--- src/rtl/coin_seq_pkg.sv ---
package coin_seq_pkg;
  localparam int unsigned ST_W = 3;

  typedef enum logic [ST_W-1:0] {
    SEEN_NONE = 3'd0,
    SEEN_H    = 3'd1,
    SEEN_HT   = 3'd2,
    SEEN_HTH  = 3'd3,
    SEEN_FULL = 3'd4
  } seq_state_t;
endpackage

--- src/rtl/coin_seq_next.sv ---
module coin_seq_next
  import coin_seq_pkg::*;
(
  input  seq_state_t cur,
  input  logic       heads,
  output seq_state_t nxt,
  output logic       completes
);
  always_comb begin
    nxt       = SEEN_NONE;
    completes = 1'b0;
    unique case (cur)
      SEEN_NONE: nxt = heads ? SEEN_H : SEEN_NONE;
      SEEN_H:    nxt = heads ? SEEN_H : SEEN_HT;
      SEEN_HT:   nxt = heads ? SEEN_HTH : SEEN_NONE;
      SEEN_HTH: begin
        nxt       = heads ? SEEN_FULL : SEEN_HT;
        completes = heads;
      end
      SEEN_FULL: nxt = heads ? SEEN_H : SEEN_HT;
      default:   nxt = SEEN_NONE;
    endcase
  end
endmodule

--- src/rtl/coin_seq_pulse.sv ---
module coin_seq_pulse #(
  parameter logic RESET_VAL = 1'b0
) (
  input  logic clk,
  input  logic rst_n,
  input  logic fire,
  output logic pulse
);
  logic pulse_d;

  always_comb begin
    pulse_d = fire;
  end

  always_ff @(posedge clk or negedge rst_n) begin
    if (!rst_n) pulse <= RESET_VAL;
    else        pulse <= pulse_d;
  end
endmodule

--- src/rtl/coin_seq_spotter.sv ---
module coin_seq_spotter
  import coin_seq_pkg::*;
(
  input  logic clk,
  input  logic rst_n,
  input  logic sym_valid,
  input  logic sym_heads,
  output logic hit
);
  seq_state_t state_q;
  seq_state_t state_step;
  seq_state_t state_d;
  logic       step_completes;
  logic       fire;

  coin_seq_next u_next (
    .cur       (state_q),
    .heads     (sym_heads),
    .nxt       (state_step),
    .completes (step_completes)
  );

  always_comb begin
    state_d = state_q;
    if (sym_valid) state_d = state_step;
    fire = sym_valid & step_completes;
  end

  always_ff @(posedge clk or negedge rst_n) begin
    if (!rst_n) state_q <= SEEN_NONE;
    else        state_q <= state_d;
  end

  coin_seq_pulse #(.RESET_VAL(1'b0)) u_pulse (
    .clk   (clk),
    .rst_n (rst_n),
    .fire  (fire),
    .pulse (hit)
  );
endmodule

--- config.mk ---
export PLATFORM = sky130hd
export DESIGN_NAME = coin_seq_spotter
export DESIGN_NICKNAME = d
export VERILOG_FILES = /design/src/rtl/coin_seq_pkg.sv /design/src/rtl/coin_seq_next.sv /design/src/rtl/coin_seq_pulse.sv /design/src/rtl/coin_seq_spotter.sv
export SDC_FILE = /design/constraint.sdc
export NUM_CORES = 1
export LEC_CHECK = 0
export ABC_AREA = 1
export CORE_AREA = 2 2 39 41
export DETAILED_ROUTE_END_ITERATION = 10
export DIE_AREA = 0 0 41 43
export GPL_TIMING_DRIVEN = 0
export HOLD_SLACK_MARGIN = 0.08
export PLACE_DENSITY = 0.34
export SLEW_MARGIN = 25
export SYNTH_ARGS = -nofsm -noshare
export SYNTH_HDL_FRONTEND = slang
export SYNTH_HIERARCHICAL = 1
export SYNTH_SLANG_ARGS = --single-unit
--- constraint.sdc ---
create_clock -name clk -period 2.35 [get_ports clk]
set_input_delay 0.47 -clock clk [delete_from_list [all_inputs] [get_ports clk]]
set_output_delay 0.47 -clock clk [all_outputs]
set_load 0.005 [all_outputs]
==> impl_metrics.ini <==
[global_route]
grt_pass1_vias = 172
grt-ovfl-total = 0
grt_antenna_before_repair = 0
grt_pass1_wl_um = 621
track_usage_pct = 5.52
grt_max_degree = 7

[drt]
routed_wl_um = 441
firstDrtPassIters = 3
route.detailed.drc = 0
detail_route.wl_per_cell_um = 8.65
drt-vias-per-instance = 3.49
drtIter0Drc = 1
ant_nets = 0
vias = 178

[worst_setup_path]
crit_arrival_ns = 1.03
reg2reg_to = state_q[1]
r2r_start = state_q[0]
cp_slowest_stage_delay_ns = 0.49
worst-setup-path-type = reg2out
crit_path_cell_trace = clkdlybuf4s50_1
r2r_slack_ns = 1.39
cp.required_ns = 1.88
crit_fanout = 1
crit_cells = 1
crit_family = buffers and inverters
reg2reg_depth = 5
cp_num_buf_inv = 1
worstSetupEndpointType = output pin
startpoint_type = register
crit_slowest_cell = clkdlybuf4s50_1

[synthesis]
synth.most_common_cell = nand2_1
post_synth_xor_area_fraction_pct = 0
syn-num-nets = 32
synth-compound-area-share_pct = 6.10
synth_fa_ha_area_share_pct = 0
synth_edf_count = 0
ys_types = 9
synth.largest_area_cell = dfrtp_1
ys_ff_latch = 4
ys.flop_type = dfrtp_1
yosysSeqAreaShare_pct = 48.8
syn_avg_cell_area_sq_um = 7.33
synth.top_cells.by_count = nand2_1 (14), dfrtp_1 (4), nor2_1 (3)
yosysTopAreaCellShare_pct = 48.8
synth_top_family_by_area = simple AND/OR/NAND/NOR gates
synth-simple-area-share_pct = 41.5
yosysWarnings = 6
synth.area.mux_share_pct = 0
async_flop_share_pct = 100
netlist_area_sq_um = 205
yosys-top-cells-area = dfrtp_1 (49%), nand2_1 (26%), nor3b_1 (7.3%)
synth_cells = 28

[floorplan]
coreArea_sq_um = 1380
rows = 14
start_util_pct = 14.8
die_w_um = 41
dieHeight_um = 43
dieArea_sq_um = 1760
ios = 5

[timing]
relSlewSlack_pct = 86.9
maxSlewViolCount = 0
finalCritPeriodShare_pct = 63.7
fin_tns_setup_ns = 0
worst_pin_slew_ns = 0.195
setup_ws_ns = 0.852
skew_ns = 0.0000671
setup_viol = 0
min_period_ns = 1.50
max_freq_mhz = 668
hold_viol_final = 0
whs_ns = 0.436
rsz0062_at_grt = no

[run]
cap_violations = 0

[clock_tree]
clk_latency_ns = 0.23
clk_pin_slew_worst_paths_ns = 0.04
cts_buffers = 3
holdBufCountCts = 0
cts.sink_count = 4
cts_root_buf = clkbuf_4
cts_buffer_depth = 2
tritoncts = built
cts_setup_buffers = 0
htree_num_levels = 1
cts_resized = 0

[final_layout]
drive_gt1_share_pct = 14.3
multi_input_area_sq_um = 97.6
num-nets-final = 41
regArea_sq_um = 100
area_delta_synth_final_pct = 40.2
fill_cells = 158
antenna_cells = 0

[placement]
gp_congestion = 0.628
numPortBuffers = 4
place_ws_ns = 0.893

[power]
power_density_nw_per_um2 = 717
peakVddDrop_mv = 0.0966
leakage_nw = 0.147

[outcome]
status = complete, no violations

[hold_path]
hold_path.class = in2async
==> stage by stage <==
step           instances  utilization, %  cell area (sq um)  total power [mW]
2_1_floorplan         28               -                205             0.107
3_3_place_gp          48            19.2                265             0.121
6_report              51            20.8                288             0.206
4_1_cts               51            20.8                288             0.210
3_5_place_dp          48            19.2                265             0.122
5_1_grt               51            20.8                288             0.217
==> per-layer routing <==
| layer | vias up | GRT usage (%) | wire length [um] |
|---|---|---|---|
| met4 | 0 | 8.00 | 0 |
| met3 | 0 | 0 | 14 |
| li1 | 101 | - | - |
| met1 | 74 | 7.07 | 227 |
| met2 | 3 | 6.56 | 199 |
| met5 | - | 0 | 0 |
==> how the worst max path moves through the flow <==
| stage | end | start | slack, ns |
|---|---|---|---|
| after global placement | state_q[1] | sym_heads | 0.91 |
| after floorplan | state_q[1] | sym_heads | 1.50 |
| after detailed placement | state_q[1] | sym_heads | 0.89 |
| after CTS | hit | u_pulse/pulse | 0.84 |
| final | hit | u_pulse/pulse | 0.85 |
| after global routing | hit | u_pulse/pulse | 0.81 |
==> power by group <==
part | switching, mW | internal [mW] | leakage (nW)
clock | 0.0273 | 0.0571 | 0.0138
combinational | 0.0167 | 0.0163 | 0.0807
sequential | 0.0115 | 0.0773 | 0.0526
total | 0.0555 | 0.151 | 0.147
==> logic make-up after synthesis <==
family | Yosys count
and+or+nand+nor | 20
AOI/OAI and AO/OA | 2
buffers and inverters | 2
DFF | 4
==> registers in the layout, indices dropped and copies added, names as in the netlist <==
register	count
u_pulse/pulse	1
state_q	3
==> layout by cell type, fill, tap and decap left out, drive strengths merged <==
cell type,synthesis,routed
nor3b,2,2
o21a,1,1
clkbuf,0,3
nand2,15,15
dfrtp,4,4
nor2,3,3
o21ai,1,1
clkdlybuf4s50,0,4
inv,2,2
==> layout make-up <==
| cell class | instances | share of cell area (%) |
|---|---|---|
| flip-flops and latches | 4 | 34.8 |
| well taps | 16 | 6.96 |
| multi-input cells | 22 | 33.9 |
| inverters | 2 | 2.61 |
| clock buffers | 3 | 7.83 |
| repair buffers | 4 | 13.9 |
(Power assumes the default switching activity.)
